`config.mk`:
```
export PLATFORM = sky130hd
export DESIGN_NAME = sfl_engine
export DESIGN_NICKNAME = d
export VERILOG_FILES = /design/src/rtl/sfl_pkg.sv /design/src/rtl/sfl_regs.sv /design/src/rtl/sfl_shifter.sv /design/src/rtl/sfl_engine.sv
export SDC_FILE = /design/constraint.sdc
export NUM_CORES = 1
export LEC_CHECK = 0
export BUFFER_PORTS_ARGS = -buffer_cell sky130_fd_sc_hd__buf_2
export CAP_MARGIN = 20
export CORE_MARGIN = 4
export CORE_UTILIZATION = 25
export DETAILED_ROUTE_END_ITERATION = 6
export SYNTH_ARGS = -nofsm -noshare
export SYNTH_HDL_FRONTEND = slang
export SYNTH_SLANG_ARGS = --single-unit
```
`constraint.sdc`:
```
create_clock -name clk -period 7.7 [get_ports clk]
set_input_delay 1.155 -clock clk [delete_from_list [all_inputs] [get_ports clk]]
set_output_delay 1.155 -clock clk [all_outputs]
set_load 0.02 [all_outputs]
```
`src/rtl/sfl_pkg.sv`:
```
package sfl_pkg;

    typedef enum logic [1:0] {
        MD_READ  = 2'd0,
        MD_FAST  = 2'd1,
        MD_WRITE = 2'd2,
        MD_USER  = 2'd3
    } md_e;

    typedef enum logic [2:0] {
        ST_IDLE,
        ST_DECODE,
        ST_CMD,
        ST_ADDR,
        ST_DUMMY,
        ST_DATA,
        ST_GAP,
        ST_DONE
    } st_e;

    localparam logic [3:0] REG_CFG   = 4'd0;
    localparam logic [3:0] REG_WIDE  = 4'd1;
    localparam logic [3:0] REG_DIV   = 4'd2;
    localparam logic [3:0] REG_CTRL0 = 4'd4;
    localparam logic [3:0] REG_SEG0  = 4'd8;

    localparam logic [7:0] OP_SLOW_READ = 8'h03;
    localparam int         WE_BASE      = 16;
    localparam logic [1:0] TYPE_SPI     = 2'd2;

endpackage

```
`src/rtl/sfl_regs.sv`:
```
module sfl_regs
    import sfl_pkg::*;
#(
    parameter int NCS     = 2,
    parameter int SEG_RST = 24,
    parameter int DIV_RST = 1,
    localparam int CSW    = (NCS > 1) ? $clog2(NCS) : 1
) (
    input  logic                     clk,
    input  logic                     rst_n,
    input  logic                     wen,
    input  logic [3:0]               addr,
    input  logic [31:0]              wdata,
    output logic [31:0]              rdata,
    input  logic                     rel_v,
    input  logic [CSW-1:0]           rel_cs,
    output logic [NCS-1:0][1:0]      mode_o,
    output logic [NCS-1:0][7:0]      cmd_o,
    output logic [NCS-1:0]           stop_o,
    output logic [NCS-1:0]           wen_o,
    output logic [NCS-1:0]           wide_o,
    output logic [NCS-1:0][4:0]      seg_o,
    output logic [7:0]               half_o
);

    logic [31:0]            cfg_q;
    logic [NCS-1:0]         wide_q;
    logic [7:0]             div_q;
    logic [NCS-1:0][31:0]   ctrl_q;
    logic [NCS-1:0][4:0]    seg_q;

    always_ff @(posedge clk or negedge rst_n) begin
        if (!rst_n) begin
            cfg_q <= 32'({TYPE_SPI});
            div_q <= 8'(DIV_RST);
        end else if (wen && addr == REG_CFG) begin
            cfg_q <= wdata;
        end else if (wen && addr == REG_DIV) begin
            div_q <= wdata[7:0];
        end
    end

    for (genvar i = 0; i < NCS; i++) begin : g_cs
        always_ff @(posedge clk or negedge rst_n) begin
            if (!rst_n) begin
                wide_q[i] <= (i == 0);
            end else if (wen && addr == REG_WIDE) begin
                wide_q[i] <= wdata[i];
            end
        end

        always_ff @(posedge clk or negedge rst_n) begin
            if (!rst_n) begin
                ctrl_q[i] <= 32'h4;
            end else if (wen && addr == 4'(REG_CTRL0 + i)) begin
                ctrl_q[i] <= wdata;
            end else if (rel_v && int'(rel_cs) == i) begin
                ctrl_q[i][2] <= 1'b1;
            end
        end

        always_ff @(posedge clk or negedge rst_n) begin
            if (!rst_n) begin
                seg_q[i] <= 5'(SEG_RST);
            end else if (wen && addr == 4'(REG_SEG0 + i)) begin
                seg_q[i] <= wdata[4:0];
            end
        end

        assign mode_o[i] = ctrl_q[i][1:0];
        assign cmd_o[i]  = ctrl_q[i][23:16];
        assign stop_o[i] = ctrl_q[i][2];
        assign wen_o[i]  = cfg_q[WE_BASE + i];
        assign wide_o[i] = wide_q[i];
        assign seg_o[i]  = seg_q[i];

        // a release request leaves the stop bit set unless software wrote it
        assert_release_sets_stop_R13: assert property (@(posedge clk) disable iff (!rst_n)
            (rel_v && int'(rel_cs) == i && !(wen && addr == 4'(REG_CTRL0 + i)))
            |=> stop_o[i]);
    end

    assign half_o = div_q;

    always_comb begin
        rdata = '0;
        if (addr == REG_CFG)       rdata = cfg_q;
        else if (addr == REG_WIDE) rdata[NCS-1:0] = wide_q;
        else if (addr == REG_DIV)  rdata[7:0] = div_q;
        for (int i = 0; i < NCS; i++) begin
            if (addr == 4'(REG_CTRL0 + i)) rdata = ctrl_q[i];
            if (addr == 4'(REG_SEG0 + i))  rdata = {27'd0, seg_q[i]};
        end
    end

endmodule

```
`src/rtl/sfl_shifter.sv`:
```
module sfl_shifter (
    input  logic       clk,
    input  logic       rst_n,
    input  logic       start,
    input  logic [7:0] tx,
    input  logic [7:0] half,
    input  logic       miso,
    output logic       busy,
    output logic       done,
    output logic [7:0] rx,
    output logic       sclk,
    output logic       mosi
);

    logic [7:0] sh_q;
    logic [7:0] rx_q;
    logic [7:0] cnt_q;
    logic [7:0] half_q;
    logic [2:0] bit_q;
    logic       sclk_q;
    logic       busy_q;
    logic       done_q;

    always_ff @(posedge clk or negedge rst_n) begin
        if (!rst_n) begin
            sh_q   <= '0;
            rx_q   <= '0;
            cnt_q  <= '0;
            half_q <= '0;
            bit_q  <= '0;
            sclk_q <= 1'b0;
            busy_q <= 1'b0;
            done_q <= 1'b0;
        end else begin
            done_q <= 1'b0;
            if (start && !busy_q) begin
                busy_q <= 1'b1;
                sh_q   <= tx;
                cnt_q  <= '0;
                bit_q  <= '0;
                sclk_q <= 1'b0;
                half_q <= half;
            end else if (busy_q) begin
                if (cnt_q == half_q) begin
                    cnt_q  <= '0;
                    sclk_q <= ~sclk_q;
                    if (!sclk_q) begin
                        rx_q <= {rx_q[6:0], miso};
                    end else if (bit_q == 3'd7) begin
                        busy_q <= 1'b0;
                        done_q <= 1'b1;
                    end else begin
                        bit_q <= bit_q + 3'd1;
                        sh_q  <= {sh_q[6:0], 1'b0};
                    end
                end else begin
                    cnt_q <= cnt_q + 8'd1;
                end
            end
        end
    end

    assign busy = busy_q;
    assign done = done_q;
    assign rx   = rx_q;
    assign sclk = sclk_q;
    assign mosi = busy_q & sh_q[7];

    assert_sclk_idle_low_R12: assert property (@(posedge clk) disable iff (!rst_n)
        !busy_q |-> !sclk_q);

    assert_mosi_steady_high_R12: assert property (@(posedge clk) disable iff (!rst_n)
        (sclk_q && $past(sclk_q)) |-> $stable(mosi));

endmodule

```
`src/rtl/sfl_engine.sv`:
```
module sfl_engine
    import sfl_pkg::*;
#(
    parameter int NCS     = 2,
    parameter int SEG_RST = 24,
    parameter int DIV_RST = 1,
    localparam int CSW    = (NCS > 1) ? $clog2(NCS) : 1
) (
    input  logic            clk,
    input  logic            rst_n,
    input  logic            reg_wen,
    input  logic [3:0]      reg_addr,
    input  logic [31:0]     reg_wdata,
    output logic [31:0]     reg_rdata,
    input  logic            win_valid,
    input  logic            win_write,
    input  logic [CSW-1:0]  win_cs,
    input  logic [31:0]     win_addr,
    input  logic [1:0]      win_len,
    input  logic [31:0]     win_wdata,
    output logic            win_ready,
    output logic [31:0]     win_rdata,
    output logic            win_err,
    output logic            spi_sclk,
    output logic            spi_mosi,
    input  logic            spi_miso,
    output logic [NCS-1:0]  spi_cs_n
);

    logic [NCS-1:0][1:0] mode_w;
    logic [NCS-1:0][7:0] cmd_w;
    logic [NCS-1:0]      stop_w;
    logic [NCS-1:0]      we_w;
    logic [NCS-1:0]      wide_w;
    logic [NCS-1:0][4:0] seg_w;
    logic [7:0]          half_w;

    st_e            state_q, state_d;
    logic           rq_wr;
    logic [CSW-1:0] rq_cs;
    logic [31:0]    rq_addr;
    logic [1:0]     rq_len;
    logic [31:0]    rq_wdata;
    md_e            rq_md;
    logic [7:0]     rq_cmd;
    logic [7:0]     rq_half;
    logic           err_q;
    logic [1:0]     bidx_q;
    logic [31:0]    rdata_q;
    logic [8:0]     gap_q;

    logic           sh_start, sh_busy, sh_done;
    logic [7:0]     sh_tx, sh_rx;
    logic           rel_v;
    logic           drive;

    // decode terms
    logic           cs_ok;
    logic [CSW-1:0] cs_i;
    md_e            md_now;
    logic [7:0]     cmd_now;
    logic [31:0]    seg_mask;
    logic           dir_ok, refused, seg_err, zero_err;

    sfl_regs #(.NCS(NCS), .SEG_RST(SEG_RST), .DIV_RST(DIV_RST)) u_regs (
        .clk(clk), .rst_n(rst_n),
        .wen(reg_wen), .addr(reg_addr), .wdata(reg_wdata), .rdata(reg_rdata),
        .rel_v(rel_v), .rel_cs(rq_cs),
        .mode_o(mode_w), .cmd_o(cmd_w), .stop_o(stop_w), .wen_o(we_w),
        .wide_o(wide_w), .seg_o(seg_w), .half_o(half_w)
    );

    sfl_shifter u_shift (
        .clk(clk), .rst_n(rst_n),
        .start(sh_start), .tx(sh_tx), .half(rq_half), .miso(spi_miso),
        .busy(sh_busy), .done(sh_done), .rx(sh_rx),
        .sclk(spi_sclk), .mosi(spi_mosi)
    );

    always_comb begin
        cs_ok    = int'(rq_cs) < NCS;
        cs_i     = cs_ok ? rq_cs : '0;
        md_now   = md_e'(mode_w[cs_i]);
        cmd_now  = (md_now == MD_READ) ? OP_SLOW_READ : cmd_w[cs_i];
        seg_mask = (32'd1 << seg_w[cs_i]) - 32'd1;
        dir_ok   = rq_wr ? (md_now == MD_WRITE || md_now == MD_USER)
                         : (md_now != MD_WRITE);
        refused  = !cs_ok || !dir_ok || (rq_wr && !we_w[cs_i]);
        seg_err  = |(rq_addr & ~seg_mask);
        zero_err = (md_now == MD_FAST || md_now == MD_WRITE) && cmd_now == 8'h00;
    end

    // state register and request datapath
    always_ff @(posedge clk or negedge rst_n) begin
        if (!rst_n) begin
            state_q  <= ST_IDLE;
            rq_wr    <= 1'b0;
            rq_cs    <= '0;
            rq_addr  <= '0;
            rq_len   <= '0;
            rq_wdata <= '0;
            rq_md    <= MD_READ;
            rq_cmd   <= '0;
            rq_half  <= '0;
            err_q    <= 1'b0;
            bidx_q   <= '0;
            rdata_q  <= '0;
            gap_q    <= '0;
        end else begin
            state_q <= state_d;
            unique case (state_q)
                ST_IDLE: if (win_valid) begin
                    rq_wr    <= win_write;
                    rq_cs    <= win_cs;
                    rq_addr  <= win_addr;
                    rq_len   <= win_len;
                    rq_wdata <= win_wdata;
                    rdata_q  <= '0;
                    err_q    <= 1'b0;
                end
                ST_DECODE: begin
                    rq_md   <= md_now;
                    rq_cmd  <= cmd_now;
                    rq_half <= half_w;
                    rq_addr <= rq_addr & seg_mask;
                    bidx_q  <= (md_now == MD_USER) ? 2'd0 : (wide_w[cs_i] ? 2'd3 : 2'd2);
                    err_q   <= refused || (md_now != MD_USER && (seg_err || zero_err));
                end
                ST_CMD: ;
                ST_ADDR: if (sh_done) begin
                    bidx_q <= (bidx_q == 2'd0) ? 2'd0 : bidx_q - 2'd1;
                end
                ST_DUMMY: ;
                ST_DATA: if (sh_done) begin
                    rdata_q[{bidx_q, 3'b000} +: 8] <= sh_rx;
                    bidx_q <= bidx_q + 2'd1;
                    gap_q  <= '0;
                end
                ST_GAP: gap_q <= gap_q + 9'd1;
                ST_DONE: ;
            endcase
        end
    end

    // next state and outputs
    always_comb begin
        state_d = state_q;
        unique case (state_q)
            ST_IDLE:   if (win_valid) state_d = ST_DECODE;
            ST_DECODE: begin
                if (refused)                  state_d = ST_DONE;
                else if (md_now == MD_USER)   state_d = ST_DATA;
                else                          state_d = ST_CMD;
            end
            ST_CMD:    if (sh_done) state_d = ST_ADDR;
            ST_ADDR:   if (sh_done && bidx_q == 2'd0)
                           state_d = (rq_md == MD_FAST) ? ST_DUMMY : ST_DATA;
            ST_DUMMY:  if (sh_done) state_d = ST_DATA;
            ST_DATA:   if (sh_done && bidx_q == rq_len)
                           state_d = (rq_md == MD_USER) ? ST_DONE : ST_GAP;
            ST_GAP:    if (gap_q == {rq_half, 1'b1}) state_d = ST_DONE;
            ST_DONE:   state_d = ST_IDLE;
        endcase
    end

    always_comb begin
        sh_tx = 8'h00;
        unique case (state_q)
            ST_CMD:  sh_tx = rq_cmd;
            ST_ADDR: sh_tx = rq_addr[{bidx_q, 3'b000} +: 8];
            ST_DATA: sh_tx = rq_wr ? rq_wdata[{bidx_q, 3'b000} +: 8] : 8'h00;
            default: sh_tx = 8'h00;
        endcase
        sh_start = (state_q == ST_CMD || state_q == ST_ADDR || state_q == ST_DUMMY ||
                    state_q == ST_DATA) && !sh_busy && !sh_done;
        drive    = (state_q == ST_CMD || state_q == ST_ADDR || state_q == ST_DUMMY ||
                    state_q == ST_DATA) && rq_md != MD_USER;
        rel_v    = state_q == ST_DATA && sh_done && bidx_q == rq_len && rq_md != MD_USER;
        for (int i = 0; i < NCS; i++) begin
            spi_cs_n[i] = stop_w[i] & ~(drive && int'(rq_cs) == i);
        end
        win_ready = state_q == ST_DONE;
        win_err   = state_q == ST_DONE && err_q;
        win_rdata = rdata_q;
    end

    assert_ready_single_R14: assert property (@(posedge clk) disable iff (!rst_n)
        win_ready |=> !win_ready);

    assert_gap_released_R13: assert property (@(posedge clk) disable iff (!rst_n)
        (state_q == ST_GAP) |-> spi_cs_n[cs_i]);

    assert_refused_silent_R9: assert property (@(posedge clk) disable iff (!rst_n)
        (state_q == ST_DECODE && refused) |=> !sh_busy && state_q == ST_DONE);

    assert_data_after_shifter_R6: assert property (@(posedge clk) disable iff (!rst_n)
        (state_q == ST_DATA && sh_done) |=> $stable(rq_addr));

endmodule

```
## Word-level counts from Yosys, hierarchy flattened

Index checks and enable logic that the tools add are counted.
Widths: inputs -> output; s select.

| storage, ports and cells | value |
|---|---|
| input bits | 109 |
| register bits after elaboration | 287 |
| output and inout port bits | 70 |

| operators by class | value |
|---|---|
| reductions and logical operators | 61 |
| mux-type cells | 80 |
| shift operators | 5 |
| bitwise gates (word level) | 12 |
| eq/ne operators | 34 |
| add/sub/neg operators | 7 |
| order comparisons | 1 |

Operators with widths:

| kind | number |
|---|---|
| $mux 32 | 7 |
| $pmux 32 s2 | 2 |
| $mux 8 | 14 |
| $and 32x32->32 | 2 |
| $shiftx 32x6->8 | 2 |
| $mux 3 | 13 |
| $bwmux 32 | 1 |
| $not 32->32 | 1 |
| $reduce_or 32->1 | 1 |
| $shift 8x7->32 const A | 1 |
| $shiftx 8x7->32 | 1 |
| $shl 1x5->32 const A | 1 |
| $sub 32x1->32 const B | 1 |
| $mux 1 | 26 |
| $logic_and 1x1->1 | 24 |
| $mux 24 | 1 |
| $pmux 3 s8 | 1 |
| $pmux 8 s3 | 1 |
| $pmux 9 s2 | 1 |
| $reduce_bool 2->1 | 8 |
| $eq 3x3->1 const B | 5 |
| $mux 2 | 7 |
| $ne 2x2->1 const B | 7 |
| $mux 5 | 2 |
| other kinds (36) | 70 |

## Logic depth before layout (Yosys ltp)

| depth | value |
|---|---|
| depth in word-level cells | 11 |
| mapped depth | 14 |

## Cells and area by module

From an unflattened synthesis, not the netlist that was laid out.

| unflattened totals | value |
|---|---|
| cell total of the unflattened synthesis | 1465 |
| area total of the unflattened synthesis | 15061.9 um^2 |

Modules (own cells, without submodules):

| module | instances | cells an instance | area each (um^2) |
|---|---|---|---|
| sfl_engine | 1 | 893 | 7923.8 |
| sfl_regs | 1 | 430 | 5393.9 |
| sfl_shifter | 1 | 142 | 1744.2 |

## Worst setup path after synthesis

Ideal clock, no wire load.

| timing | value |
|---|---|
| kind | input to output |
| start point | input reg_addr[3] |
| end point | output reg_rdata[4] |
| data required time | 6545 ps |
| arrival | 2750 ps |
| setup slack | 3795 ps |
| cell stages on the path | 7 |
| buffers on the path | 2 |
| path through | clkbuf_1 nand2b_1 nor3_1 clkbuf_1 a221o_1 o21ai_0 a31oi_1 |

| between the ends | value |
|---|---|
| cells in the longest elaborated chain, start to end | 8 |

RTL lines:

| what | line | RTL |
|---|---|---|
| start, declared | sfl_engine.sv:12 | `input logic [3:0] reg_addr,` |
| $eq 4x2->1 | sfl_regs.sv:89 | `else if (addr == REG_DIV) rdata[7:0] = div_q;` |
| $mux 8 | sfl_regs.sv:89 |  |
| $mux 6 | sfl_regs.sv:88 | `else if (addr == REG_WIDE) rdata[NCS-1:0] = wide_q;` |
| $mux 8 | sfl_regs.sv:87 | `if (addr == REG_CFG) rdata = cfg_q;` |
| $mux 32 | sfl_regs.sv:91 | `if (addr == 4'(REG_CTRL0 + i)) rdata = ctrl_q[i];` |
| $mux 32 | sfl_regs.sv:92 | `if (addr == 4'(REG_SEG0 + i)) rdata = {27'd0, seg_q[i]};` |
| $mux 32 | sfl_regs.sv:91 |  |
| $mux 32 (*) | sfl_regs.sv:92 |  |
| end, declared | sfl_engine.sv:14 | `output logic [31:0] reg_rdata,` |

Mark *: on every way between the ends. The rest lies on a longest branch, timed or not.

## Worst setup path after layout

| timing | value |
|---|---|
| start point | input reg_addr[3] |
| end point | output reg_rdata[2] |

Same word-level chain as after synthesis.

==> qor.txt <==
Synth Warn # - 0
Num rows - 87
Most common cell after layout, fill and taps aside - nand2_1
Port buffer count - 178
Clock skew - 0.01792 ns
Post-DP HPWL - 30160 um
Post-synth EDFFs - 0
Worst Path Required - 6.55 ns
Post-route ant nets - 0
Post-synth top area share - 48.84%
Ranking of synthesized cells by area - dfrtp_1, mux2_2, nand2_1, mux4_2, mux2i_1
1st-pass router iterations - 7
Die width - 246.7 um
Failing checks - DRC
Nets@finish - 1660
Initial DRC count - 976
Setup Fix Bufs, Post-CTS - 0
RSZ-0062 raised after global routing - no
DRC errors left - 1
Clk root buf - clkbuf_16
WS Path Type - in -> out
Multi-input logic area - 0.006611 mm^2
Cell Pwr Density - 362.3 mW/mm^2
FF/Latch Area - 0.007193 mm^2
Die ar. - 0.06086 mm^2
Min-Delay Path Class - reg -> reg
Mean post-synth cell area - 10.33 um^2
Pleak - 0.007954 uW
Synthesized flop and latch total - 287
Grt ovf - 0
Worst skew pair latency - 0.55 ns
CORE AREA - 0.05639 mm^2
Total wire length - 42280 um
Largest net degree at the start of global routing - 145
CTS Buf Count - 35
Drt wl/cell - 18.22 um
CP max FO - 22
Comb power frac - 34.2%
Cts hold-fix bufs - 0
Slew Limit Fails - 0
GP Congestion - 0.9194
Max IR drop VDD - 0.1842 mV
Share of cells above drive strength 1 - 27.59%
Post-synthesis cell area - 0.01424 mm^2
Least-Margin Pin Slew - 1.021 ns
CTS tree - yes
Max-capacitance violation count - 0
Vias in the first global route - 11420
Clock power frac - 26.8%
Max Root-Sink Buffers - 3
Max frequency - 0.2290 GHz
Slowest-stage cell, CP - nor3_2
Net Sw Frac - 38.46%
Final min period - 4.367 ns
Layout area overhead - 20.24%
Chip height - 246.7 um
Worst path max stage delay - 0.57 ns
Placed Cells - 2255
Via count - 11430
Total Routing Usage GR - 13.63%
Cells along the critical path - buf_2 -> nand2b_1 -> nor3_2 -> buf_4 -> a221o_1 -> o21ai_0 -> a31oi_1 -> buf_2
Switch Pwr - 2387 uW
Synth Instances - 1379
CP startpoint kind - primary input
I/O pins - 179
Post-CTS sizing - 0
Num Clock Sinks - 287
Commonest non-fill, non-tap cells in the layout - nand2_1, dfrtp_1, buf_2, mux2_2, nor2_1
H-tree depth - 2
Main synth FF type - dfrtp_1
Antenna violations before repair - 9
Slew HR - 31.31%
Crit path top cell by count - buf_2
Final Non-Filler Cells - 2320
First-pass GRT wire length - 66300 um
Syn Nets - 1502
Post-synth cell types - 77
Worst-path clk slew - 0.05 ns
Pint - 3819 uW
Final period util - 56.72%
Crit end category - primary output
Sequential power share - 39.0%
Setup-failing EPs final - 0
Status - finished, violations left
Setup TNS - 0 ns
Final hold vios - 0
Worst path arrival time - 3.21 ns
FILL cells - 5921
Drt via density - 4.925
Initial Util - 25.26%
Register area share after synthesis - 50.50%
Synth area leader - dfrtp_1
Async set-reset flop share out of synthesis - 100.0%
-- power groups by stage --
stage	clock network [uW]	logic (uW)	registers [uW]
after CTS	1720	2120	2420
after floorplan	0	1600	2230
after detailed placement	0	2110	2440
after global routing	1770	2350	2480
final	1660	2120	2420
after global placement	0	2080	2420
-- worst max-delay path, delay by kind of cell --
family	cells	cell delay [ns]
compound gates	3	0.50
simple gates	2	0.78
buf+inv	3	0.77
-- registers in the layout, indices dropped and copies added (netlist names), 4 cells and up --
| register | count |
|---|---|
| rq_half | 8 |
| u_shift.sh_q | 8 |
| rq_addr | 32 |
| rq_wdata | 32 |
| u_regs.half_o | 8 |
| u_regs.mode_o | 4 |
| u_regs.ctrl_q | 42 |
| u_regs.seg_o | 10 |
| u_shift.rx | 8 |
| u_shift.half_q | 8 |
| u_regs.cmd_o | 16 |
| u_regs.cfg_q | 32 |
| u_shift.cnt_q | 8 |
| gap_q | 9 |
| win_rdata | 32 |
| rq_cmd | 8 |
-- worst paths after layout --
path,slack (ns),from,end,cells past startpoint
worst min register to register,0.47,rq_wdata[7]$_DFFE_PN0P_,rq_wdata[7]$_DFFE_PN0P_,2
min in group asynchronous,0.58,rst_n,rq_wdata[18]$_DFFE_PN0P_,1
worst min-delay path,0.47,rq_wdata[7]$_DFFE_PN0P_,rq_wdata[7]$_DFFE_PN0P_,2
worst max-delay path,3.33,reg_addr[3],reg_rdata[2],8
worst max register to register,3.73,cs_i$_DFFE_PN0P_,err_q$_DFFE_PN0P_,10
max in group asynchronous,5.70,rst_n,rq_wdata[2]$_DFFE_PN0P_,2
-- logic make-up after synthesis --
group,after synthesis,share of synthesized area (%)
simple gates,490,15.04
flops,287,50.50
compound gates,266,12.89
mux,183,15.61
buf+inv,115,3.267
xor+xnor,24,1.476
fa+ha+maj,14,1.230
-- synthesized netlist by cell type (4+ instances only) --
library cell / instances
mux4_2: 16
inv_1: 35
nand2_1: 295
a21oi_1: 62
a222oi_1: 25
xnor2_1: 10
xor2_1: 14
nor3_1: 20
mux2_2: 129
o31ai_1: 8
dfrtp_1: 278
nor2b_1: 7
a21boi_0: 4
o22ai_1: 6
clkbuf_1: 55
o21ai_1: 8
a32o_1: 6
nand2b_1: 8
and2_1: 5
buf_2: 5
buf_1: 14
or3_1: 5
and3_1: 11
nand3_1: 25
nand3b_1: 4
ha_1: 14
nor2_1: 75
a32oi_1: 8
mux2i_1: 33
a31oi_1: 8
nand4_1: 9
a22oi_1: 5
a22o_1: 20
dfstp_2: 9
o21ai_0: 60
a211oi_1: 7
a221o_1: 6
nor4_1: 10
-- layout make-up --
type                    instances  area share, %
flip-flops and latches        287          42.00
diodes                          2        0.02922
well taps                     756          5.523
inverters                      38         0.8328
repair buffers                198          6.209
clock inverters                11         0.7013
multi-input cells             977          38.60
clock buffers                  51          6.107
-- routing by layer --
layer  GRT usage [%]  vias up  part of all wire (%)
met4           4.105       12                   2.7
met3           4.294       94                   8.6
met2           20.70      377                    44
met1           18.63     5667                    45
met5               0        -                  0.17
li1                -     5275                     -
-- per-stage QoR --
step | hold slack (ns) | cell area [um^2] | setup slack [ns] | util (%) | total power [uW]
finish | 0.4701 | 17130 | 3.333 | 30.38 | 6206
global route | 0.4965 | 17120 | 3.179 | 30.37 | 6604
CTS | 0.4755 | 17120 | 3.359 | 30.35 | 6262
detailed placement | 0.4619 | 15950 | 3.375 | 28.29 | 4555
global placement | 0.4532 | 15950 | 3.453 | 28.29 | 4500
floorplan | 0.4403 | 14240 | 3.795 | - | 3830
Note: power is estimated with default switching activity, not from simulation.
